--- src/rtl/vic_pkg.sv ---
package vic_pkg;
  localparam int unsigned LVL_W      = 3;
  localparam int unsigned ADDR_W     = 3;
  localparam int unsigned DATA_W     = 8;
  localparam int unsigned IDX_W      = 4;
  localparam int unsigned ADDR_BASE  = 0;
  localparam int unsigned ADDR_EXT   = 1;
  localparam int unsigned ADDR_CLR   = 7;
  localparam logic [DATA_W-1:0] SPURIOUS_VEC = 8'h18;
  localparam logic [LVL_W-1:0]  NMI_LVL      = 3'd7;
  typedef logic [LVL_W-1:0] lvl_t;
endpackage

--- src/rtl/vic_sync_edge.sv ---
module vic_sync_edge #(
  parameter int unsigned WIDTH  = 8,
  parameter int unsigned STAGES = 2
) (
  input  logic             clk_i,
  input  logic             rst_ni,
  input  logic [WIDTH-1:0] async_i,
  output logic [WIDTH-1:0] rise_o
);
  logic [WIDTH-1:0] stg_q [STAGES];
  logic [WIDTH-1:0] prev_q;

  always_ff @(posedge clk_i or negedge rst_ni) begin
    if (!rst_ni) stg_q[0] <= '0;
    else         stg_q[0] <= async_i;
  end

  for (genvar s = 1; s < STAGES; s++) begin : g_stage
    always_ff @(posedge clk_i or negedge rst_ni) begin
      if (!rst_ni) stg_q[s] <= '0;
      else         stg_q[s] <= stg_q[s-1];
    end
  end

  always_ff @(posedge clk_i or negedge rst_ni) begin
    if (!rst_ni) prev_q <= '0;
    else         prev_q <= stg_q[STAGES-1];
  end

  assign rise_o = stg_q[STAGES-1] & ~prev_q;
endmodule

--- src/rtl/vic_regfile.sv ---
module vic_regfile
  import vic_pkg::*;
#(
  parameter int unsigned NUM_EXT = 8,
  parameter int unsigned NUM_PER = 4
) (
  input  logic                        clk_i,
  input  logic                        rst_ni,
  input  logic                        we_i,
  input  logic [ADDR_W-1:0]           addr_i,
  input  logic [DATA_W-1:0]           wdata_i,
  output logic [DATA_W-1:0]           rdata_o,
  input  logic [NUM_EXT-1:0]          ext_rise_i,
  output logic [DATA_W-1:0]           base_o,
  output logic                        unlocked_o,
  output logic [NUM_EXT-1:0][LVL_W-1:0] ext_lvl_o,
  output logic [NUM_PER-1:0][LVL_W-1:0] per_lvl_o,
  output logic [NUM_EXT-1:0]          ext_pend_o
);
  localparam int unsigned ADDR_PER = ADDR_EXT + (NUM_EXT + 1) / 2;

  logic clr_hit;
  assign clr_hit = we_i && (addr_i == ADDR_W'(ADDR_CLR));

  always_ff @(posedge clk_i or negedge rst_ni) begin
    if (!rst_ni) begin
      base_o     <= '0;
      unlocked_o <= 1'b0;
    end else if (we_i && addr_i == ADDR_W'(ADDR_BASE)) begin
      base_o     <= wdata_i;
      unlocked_o <= 1'b1;
    end
  end

  for (genvar c = 0; c < NUM_EXT; c++) begin : g_ext_lvl
    localparam logic [ADDR_W-1:0] A = ADDR_W'(ADDR_EXT + c / 2);
    localparam int unsigned       B = (c % 2) * 4;
    always_ff @(posedge clk_i or negedge rst_ni) begin
      if (!rst_ni)                 ext_lvl_o[c] <= '0;
      else if (we_i && addr_i == A) ext_lvl_o[c] <= wdata_i[B +: LVL_W];
    end
  end

  for (genvar p = 0; p < NUM_PER; p++) begin : g_per_lvl
    localparam logic [ADDR_W-1:0] A = ADDR_W'(ADDR_PER + p / 2);
    localparam int unsigned       B = (p % 2) * 4;
    always_ff @(posedge clk_i or negedge rst_ni) begin
      if (!rst_ni)                 per_lvl_o[p] <= '0;
      else if (we_i && addr_i == A) per_lvl_o[p] <= wdata_i[B +: LVL_W];
    end
  end

  // a new edge wins over a simultaneous clear
  always_ff @(posedge clk_i or negedge rst_ni) begin
    if (!rst_ni)      ext_pend_o <= '0;
    else if (clr_hit) ext_pend_o <= (ext_pend_o & ~wdata_i[NUM_EXT-1:0]) | ext_rise_i;
    else              ext_pend_o <= ext_pend_o | ext_rise_i;
  end

  always_comb begin
    rdata_o = '0;
    if (addr_i == ADDR_W'(ADDR_BASE)) rdata_o = base_o;
    if (addr_i == ADDR_W'(ADDR_CLR))  rdata_o[NUM_EXT-1:0] = ext_pend_o;
    for (int c = 0; c < int'(NUM_EXT); c++) begin
      if (addr_i == ADDR_W'(int'(ADDR_EXT) + c / 2))
        rdata_o[(c % 2) * 4 +: LVL_W] = ext_lvl_o[c];
    end
    for (int p = 0; p < int'(NUM_PER); p++) begin
      if (addr_i == ADDR_W'(int'(ADDR_PER) + p / 2))
        rdata_o[(p % 2) * 4 +: LVL_W] = per_lvl_o[p];
    end
  end
endmodule

--- src/rtl/vic_resolve.sv ---
module vic_resolve
  import vic_pkg::*;
#(
  parameter int unsigned NUM_SRC = 13
) (
  input  logic                          unlocked_i,
  input  logic [NUM_SRC-1:0]            pend_i,
  input  logic [NUM_SRC-1:0][LVL_W-1:0] lvl_i,
  input  logic [LVL_W-1:0]              ack_lvl_i,
  output logic [LVL_W-1:0]              max_lvl_o,
  output logic                          hit_o,
  output logic [IDX_W-1:0]              win_idx_o
);
  logic [NUM_SRC-1:0] en;

  for (genvar i = 0; i < NUM_SRC; i++) begin : g_en
    assign en[i] = unlocked_i && pend_i[i] && (lvl_i[i] != '0);
  end

  // descending scan: last match is the lowest index
  always_comb begin
    max_lvl_o = '0;
    hit_o     = 1'b0;
    win_idx_o = '0;
    for (int i = int'(NUM_SRC) - 1; i >= 0; i--) begin
      if (en[i]) begin
        if (lvl_i[i] > max_lvl_o) max_lvl_o = lvl_i[i];
        if (lvl_i[i] == ack_lvl_i) begin
          hit_o     = 1'b1;
          win_idx_o = IDX_W'(i);
        end
      end
    end
  end
endmodule

--- src/rtl/prio_irq_ctrl.sv ---
module prio_irq_ctrl
  import vic_pkg::*;
#(
  parameter int unsigned NUM_EXT     = 8,
  parameter int unsigned NUM_PER     = 4,
  parameter int unsigned SYNC_STAGES = 2
) (
  input  logic         clk_i,
  input  logic         rst_ni,
  input  logic         reg_we_i,
  input  logic [2:0]   reg_addr_i,
  input  logic [7:0]   reg_wdata_i,
  output logic [7:0]   reg_rdata_o,
  input  logic         nmi_i,
  input  logic [7:0]   ext_irq_i,
  input  logic [3:0]   per_irq_i,
  output logic [2:0]   ipl_o,
  input  logic         iack_i,
  input  logic [2:0]   iack_lvl_i,
  output logic         vec_vld_o,
  output logic [7:0]   vector_o
);
  localparam int unsigned NUM_SRC = 1 + NUM_EXT + NUM_PER;

  logic [NUM_EXT-1:0]              ext_rise, ext_pend;
  logic                            nmi_rise, nmi_pend_q;
  logic [DATA_W-1:0]               base;
  logic                            unlocked_q;
  logic [NUM_EXT-1:0][LVL_W-1:0]   ext_lvl;
  logic [NUM_PER-1:0][LVL_W-1:0]   per_lvl;
  logic [NUM_SRC-1:0]              src_pend;
  logic [NUM_SRC-1:0][LVL_W-1:0]   src_lvl;
  logic [LVL_W-1:0]                max_lvl;
  logic                            hit;
  logic [IDX_W-1:0]                win_idx;
  logic [LVL_W-1:0]                ipl_q;
  logic                            vld_q;
  logic [DATA_W-1:0]               vec_q;

  vic_sync_edge #(.WIDTH(NUM_EXT), .STAGES(SYNC_STAGES)) u_ext_sync (
    .clk_i, .rst_ni, .async_i(ext_irq_i), .rise_o(ext_rise)
  );

  vic_sync_edge #(.WIDTH(1), .STAGES(SYNC_STAGES)) u_nmi_sync (
    .clk_i, .rst_ni, .async_i(nmi_i), .rise_o(nmi_rise)
  );

  vic_regfile #(.NUM_EXT(NUM_EXT), .NUM_PER(NUM_PER)) u_regs (
    .clk_i, .rst_ni,
    .we_i(reg_we_i), .addr_i(reg_addr_i), .wdata_i(reg_wdata_i), .rdata_o(reg_rdata_o),
    .ext_rise_i(ext_rise), .base_o(base), .unlocked_o(unlocked_q),
    .ext_lvl_o(ext_lvl), .per_lvl_o(per_lvl), .ext_pend_o(ext_pend)
  );

  assign src_pend = {per_irq_i, ext_pend, nmi_pend_q};
  assign src_lvl  = {per_lvl, ext_lvl, NMI_LVL};

  vic_resolve #(.NUM_SRC(NUM_SRC)) u_res (
    .unlocked_i(unlocked_q), .pend_i(src_pend), .lvl_i(src_lvl),
    .ack_lvl_i(iack_lvl_i), .max_lvl_o(max_lvl), .hit_o(hit), .win_idx_o(win_idx)
  );

  always_ff @(posedge clk_i or negedge rst_ni) begin
    if (!rst_ni)                                nmi_pend_q <= 1'b0;
    else if (nmi_rise)                          nmi_pend_q <= 1'b1;
    else if (iack_i && hit && win_idx == '0)    nmi_pend_q <= 1'b0;
  end

  always_ff @(posedge clk_i or negedge rst_ni) begin
    if (!rst_ni) begin
      ipl_q <= '0;
      vld_q <= 1'b0;
      vec_q <= '0;
    end else begin
      ipl_q <= max_lvl;
      vld_q <= iack_i;
      if (iack_i) vec_q <= hit ? {base[7:4], win_idx} : SPURIOUS_VEC;
    end
  end

  assign ipl_o     = ipl_q;
  assign vec_vld_o = vld_q;
  assign vector_o  = vec_q;
endmodule

--- config.mk ---
export PLATFORM = sky130hd
export DESIGN_NAME = prio_irq_ctrl
export DESIGN_NICKNAME = d
export VERILOG_FILES = /design/src/rtl/vic_pkg.sv /design/src/rtl/vic_sync_edge.sv /design/src/rtl/vic_regfile.sv /design/src/rtl/vic_resolve.sv /design/src/rtl/prio_irq_ctrl.sv
export SDC_FILE = /design/constraint.sdc
export NUM_CORES = 1
export LEC_CHECK = 0
export ABC_AREA = 0
export BUFFER_PORTS_ARGS = -buffer_cell sky130_fd_sc_hd__buf_2
export CORE_MARGIN = 2
export CORE_UTILIZATION = 35
export CTS_BUF_LIST = sky130_fd_sc_hd__clkbuf_4 sky130_fd_sc_hd__clkbuf_8 sky130_fd_sc_hd__clkbuf_16
export DETAILED_ROUTE_END_ITERATION = 8
export SLEW_MARGIN = 20
export SYNTH_ARGS = -nofsm -noshare
export SYNTH_HDL_FRONTEND = slang
export SYNTH_SLANG_ARGS = --single-unit
--- constraint.sdc ---
create_clock -name clk_i -period 38.4 [get_ports clk_i]
set_clock_uncertainty 0.05 [all_clocks]
set_input_delay 0 -clock clk_i [delete_from_list [all_inputs] [get_ports clk_i]]
set_output_delay 0 -clock clk_i [all_outputs]
set_load 0.02 [all_outputs]
Word level (Yosys, flattened, before mapping)
Cells that the tools add are included.

word-level totals
  flip-flop bits (word level) = 93
  input port bits = 31

operators by class
  $lt $le $gt $ge = 13
  equality and inequality tests = 20
  reduce and logical (&&, ||, !) cells = 50
  muxes and demuxes = 96
  bitwise operators = 8

operators with widths
  operator              count
  $mux W3               38
  $mux W4               26
  $eq A3 B3 Y1          12
  $reduce_bool A3 Y1    12
  $logic_and A1 B1 Y1   35
  $gt A3 B3 Y1          11
  $mux W8               4
  $mux W1               28
  $and A8 B8 Y8         2
  $not A8 Y8            2
  $or A8 B8 Y8          2
  $eq A3 B3 Y1 const B  4
  $eq A3 B2 Y1 const B  2
  $logic_not A4 Y1      1
  $eq A3 B1 Y1 const B  1
  $eq A3 B3 Y1 const A  1
  $gt A3 B1 Y1 const B  1
  $gt A3 B3 Y1 const A  1
  $logic_not A3 Y1      1
  $reduce_bool A2 Y1    1
  $and A1 B1 Y1         1
  $not A1 Y1            1

Depth between registers and ports, before layout
  depth in word-level cells = 39
  mapped depth = 75
  gate-level depth less buffers = 73

Hierarchy
A second synthesis with hierarchy kept.

second synthesis, totals
  cells, all modules = 622
  area, all modules = 6374.9 sq um

modules (own cells, without submodules)
  module                       times used  cells an instance  area each (sq um)  seq. area each (sq um)
  vic_regfile                  1           199                2638.8             1326.3
  vic_resolve                  1           343                2448.6             0.0
  vic_sync_edge at u_ext_sync  1           32                 710.7              600.6
  prio_irq_ctrl                1           44                 488.0              325.3
  vic_sync_edge at u_nmi_sync  1           4                  88.8               75.1

Worst setup path before layout
OpenSTA, ideal clock, no wires.

  path type = register -> register
  from = register u_regs.unlocked_o
  to = register ipl_q[0], in the netlist ipl_o[0]
  data arrival time = 12.462 ns
  library setup time = 0.138 ns
  stages on the path, launching flop included = 67
  period minus slack after synthesis = 12.650 ns
  path slack = 25.750 ns
  path buffers = 2
  path through = dfrtp_1 -> buf_6 -> buf_4 -> and3_1 -> inv_1 -> ha_1 -> and3b_2 -> o211ai_4 -> mux2_4 -> ha_1 -> nand3b_1 -> a21oi_1 -> a211o_1 -> a21boi_0 -> inv_1 -> ha_1 -> a21oi_1 -> a21oi_2 -> (+31 left out) -> a21oi_1 -> nand2_1 -> mux2_4 -> ha_1 -> nand3b_1 -> a21oi_1 -> nand2_1 -> o21ai_0 -> a31oi_1 -> nand3_1 -> nand3_1 -> ha_1 -> inv_1 -> a21o_1 -> a21oi_1 -> a311oi_1 -> nor3b_1 -> a41oi_1

between the ends
  word-level cells in the longest chain between the ends = 39

ends and longest elaborated chain
  element                           line                 RTL
  start: declaration                vic_regfile.sv:15    output logic unlocked_o,
  start signal: assignment          vic_regfile.sv:28    unlocked_o <= 1'b0;
  start signal: assignment          vic_regfile.sv:31    unlocked_o <= 1'b1;
  $logic_and A1 B1 Y1 (2 in a row)  vic_resolve.sv:17    assign en[i] = unlocked_i && pend_i[i] && (lvl_i[i] != '0);
  $mux W3                           vic_resolve.sv:26    if (en[i]) begin
  $gt A3 B3 Y1                      vic_resolve.sv:27    if (lvl_i[i] > max_lvl_o) max_lvl_o = lvl_i[i];
  $mux W3                           vic_resolve.sv:27
  $mux W3                           vic_resolve.sv:26
  $gt A3 B3 Y1                      vic_resolve.sv:27
  $mux W3                           vic_resolve.sv:27
  $mux W3                           vic_resolve.sv:26
  (+23 left out)                    -
  $mux W3                           vic_resolve.sv:26
  $gt A3 B3 Y1                      vic_resolve.sv:27
  $mux W3                           vic_resolve.sv:27
  $mux W3                           vic_resolve.sv:26
  $gt A3 B3 Y1                      vic_resolve.sv:27
  $mux W3                           vic_resolve.sv:27
  $mux W3 *                         vic_resolve.sv:26
  named net max_lvl[0]              prio_irq_ctrl.sv:33  logic [LVL_W-1:0] max_lvl;
  end signal: assignment            prio_irq_ctrl.sv:75  ipl_q <= max_lvl;
  end: declaration                  prio_irq_ctrl.sv:36  logic [LVL_W-1:0] ipl_q;

The timed path passes the listed nets; every way through them passes the cells marked *.
A chain may end at the register's enable or synchronous reset.

Worst setup path in the final report
Ends and elaborated chain as after synthesis.

==> results.py <==
metrics = {
    "cts": {
        "clock_latency_ps": 340,
        "postCtsSetupBuffers": 0,
        "root_buffer": "clkbuf_16",
        "hold_buffers": 19,
        "cts_tree": "built",
        "clkTransAtPathRegs_ps": 70,
        "htreeDepth": 3,
        "post_cts_resized": 0,
        "cts_inserted_buffers": 9,
        "clk_path_buf_depth": 2,
        "cts_sinks": 93,
    },
    "timing": {
        "max_freq_mhz": 67.52,
        "drv_slew": 0,
        "rsz0062_at_grt": "false",
        "period_needed_ps": 14810,
        "setup_violations": 0,
        "worst_slew_pin_slew_ps": 1044,
        "max_slew_margin_pct": 30.27,
        "fin_tns_setup_ps": 0,
        "finalCritPeriodShare_pct": 38.57,
        "hold_viol": 0,
        "fin_hold_ws_ps": 128.9,
    },
    "synthesis": {
        "synth-edff-count": 0,
        "ys_types": 79,
        "syn_area_per_cell_um2": 10.23,
        "ys_ff_latch": 93,
        "synth_seq_area_share_pct": 39.14,
        "syn-instance-count": 581,
        "synth_nets": 645,
        "synth-async-reset-ratio_pct": 100.0,
        "synth_ff_type": "dfrtp_1",
        "ys_warn_count": 0,
        "syn-cell-area_um2": 5946,
    },
    "detailed_routing": {
        "drt_first_pass_iters": 4,
        "ant_nets": 0,
        "drt_iter0_markers": 300,
        "wl_per_cell_um": 18.63,
        "drt_wl_total_mm": 16.17,
        "via_per_inst": 5.460,
        "route.detailed.drc": 0,
        "vias": 4739,
    },
    "global_routing": {
        "antenna_found_initial": 0,
        "grt_pass1_vias": 4937,
        "grt_pass1_wl_mm": 26.63,
        "grt_overflow": 0,
        "grt_max_degree": 51,
        "track_usage_pct": 19.07,
    },
    "floorplan": {
        "die-height_um": 134.3,
        "rows": 47,
        "die_width_um": 134.3,
        "io_pins": 51,
        "dieArea_um2": 18050,
        "initial_core_util_pct": 35.85,
        "core-area_um2": 16580,
    },
    "cells_and_area": {
        "seq_area_um2": 2327,
        "diodes": 0,
        "nets": 707,
        "layout-drive-gt1-share_pct": 23.30,
        "fillers": 1654,
        "multiInputGateArea_um2": 3387,
        "areaGrowthSynthToFinish_pct": 15.26,
    },
    "critical_path": {
        "crit_type": "reg2reg",
        "worstPathRequired_ps": 38550,
        "slowest_delay_ps": 850,
        "critPathArrivalTime_ps": 14960,
        "crit_fanout": 21,
        "crit_path_end_kind": "register",
        "reg2reg_depth": 64,
        "critPathSlowestCell": "dfrtp_1",
        "start_kind": "register",
    },
    "placement": {
        "post-dp-hpwl_mm": 12.25,
        "routabilityCongestion": 0.8663,
        "numPortBuffers": 50,
    },
    "job": {
        "maxCapViolCount": 0,
    },
    "outcome": {
        "status": "finished clean",
    },
    "worst_hold_path": {
        "hold_path_class": "in2async",
    },
}
path summary, 6_finish.rpt:
check | start | endpoint | slack [ps]
hold reg to reg | u_ext_sync.stg_q[9] | u_ext_sync.stg_q[1] | 300
hold / removal | rst_ni | u_ext_sync.stg_q[9] | 130
min in group clk_i | reg_we_i | u_regs.ext_lvl_o[21] | 160
setup / recovery | u_regs.unlocked_o | ipl_o[0] | 23590
max in group asynchronous | rst_ni | u_regs.unlocked_o | 37140
setup reg to reg | u_regs.unlocked_o | ipl_o[0] | 23590
logic make-up (layout without fill, tap and decap cells):
logic type / Yosys count / after routing / synth area share [%]
xor gates and xnor gates: 34 / 34 / 5.008
AOI/OAI and AO/OA: 140 / 140 / 17.49
buffers and inverters: 53 / 120 / 3.893
muxes: 63 / 63 / 13.09
adders and majority gates: 33 / 33 / 6.945
and+or+nand+nor: 165 / 165 / 14.44
DFF: 93 / 93 / 39.14
synth_stat cells, drive strengths merged, types with 4 or more instances:
library cell	instances	area, µm²
inv	34	127.6
a211o	5	45.04
nor2	19	71.32
xnor2	6	52.55
o311ai	10	102.6
a22oi	4	30.03
a21oi	37	196.4
nor3b	6	50.05
ha	33	412.9
mux2i	8	80.08
mux2	49	563.0
a211oi	5	60.05
buf	15	88.84
nor4	7	50.05
xor2	28	245.2
and2	6	38.79
nand3b	10	78.82
clkbuf	4	15.01
nor3	6	35.03
nand2b	4	25.02
a21o	10	77.58
nand2	63	239.0
o21ai	32	163.9
dfrtp	93	2327
mux4	6	135.1
and3	7	45.05
nand3	19	95.09
sequential cells by signal, summed over array words and instances, names as in the netlist, 2 cells and up:
| register | cells |
|---|---|
| u_ext_sync.stg_q | 16 |
| u_ext_sync.prev_q | 8 |
| u_regs.per_lvl_o | 12 |
| u_regs.ext_pend_o | 8 |
| ipl_o | 3 |
| u_nmi_sync.stg_q | 2 |
| vector_o | 8 |
| u_regs.ext_lvl_o | 24 |
| u_regs.base_o | 8 |
per-stage QoR:
step | setup slack, ps | instance area, µm² | cells | util, %
3_5_place_dp | 23820 | 6377 | 833 | 38.46
4_1_cts | 23750 | 6853 | 868 | 41.32
3_3_place_gp | 24420 | 6377 | 833 | 38.46
2_1_floorplan | 25750 | 5946 | 581 | -
5_1_grt | 22300 | 6853 | 868 | 41.32
6_report | 23590 | 6853 | 868 | 41.32
area by class of cell:
class	instances	share of cell area, %
repair buffers	70	6.573
clock inverters	5	0.5660
clock buffers	11	3.597
well taps	220	4.017
inverters	34	1.862
flip-flops and latches	93	33.96
multi-input cells	435	49.42
metal layers:
metal	routed length, µm	vias up	global-route usage, %	part of all wire, %
met4	223	0	7.018	1.4
li1	-	2260	-	-
met5	0	-	0	0
met3	1071	14	3.175	6.6
met1	7176	2342	25.89	44
met2	7700	123	30.64	48
worst max-delay path: cells and delay by family (launching register included):
kind            cells  cell delay [ps]
simple gates       18             3100
buf+inv             3              230
compound gates     27             5830
flops               1              850
mux                 5             1710
fa+ha+maj          11             2870
cells in the final DEF, fill, tap and decap left out, types with 6 or more instances in the layout:
cell type / n
dfrtp_1: 93
nand2_1: 62
buf_2: 49
mux2_2: 46
a21oi_1: 34
inv_1: 34
ha_1: 33
o21ai_0: 30
xor2_1: 28
nand3_1: 19
nor2_1: 19
dlygate4sd3_1: 19
nand3b_1: 9
clkbuf_16: 9
o311ai_1: 8
a21o_1: 8
mux2i_1: 8
and3_1: 6
nor4_1: 6
mux4_2: 6
xnor2_1: 6
Power is left out: the tool's default activity adds up to more than one toggle a clock period on the data nets, which glitch-free logic cannot reach.
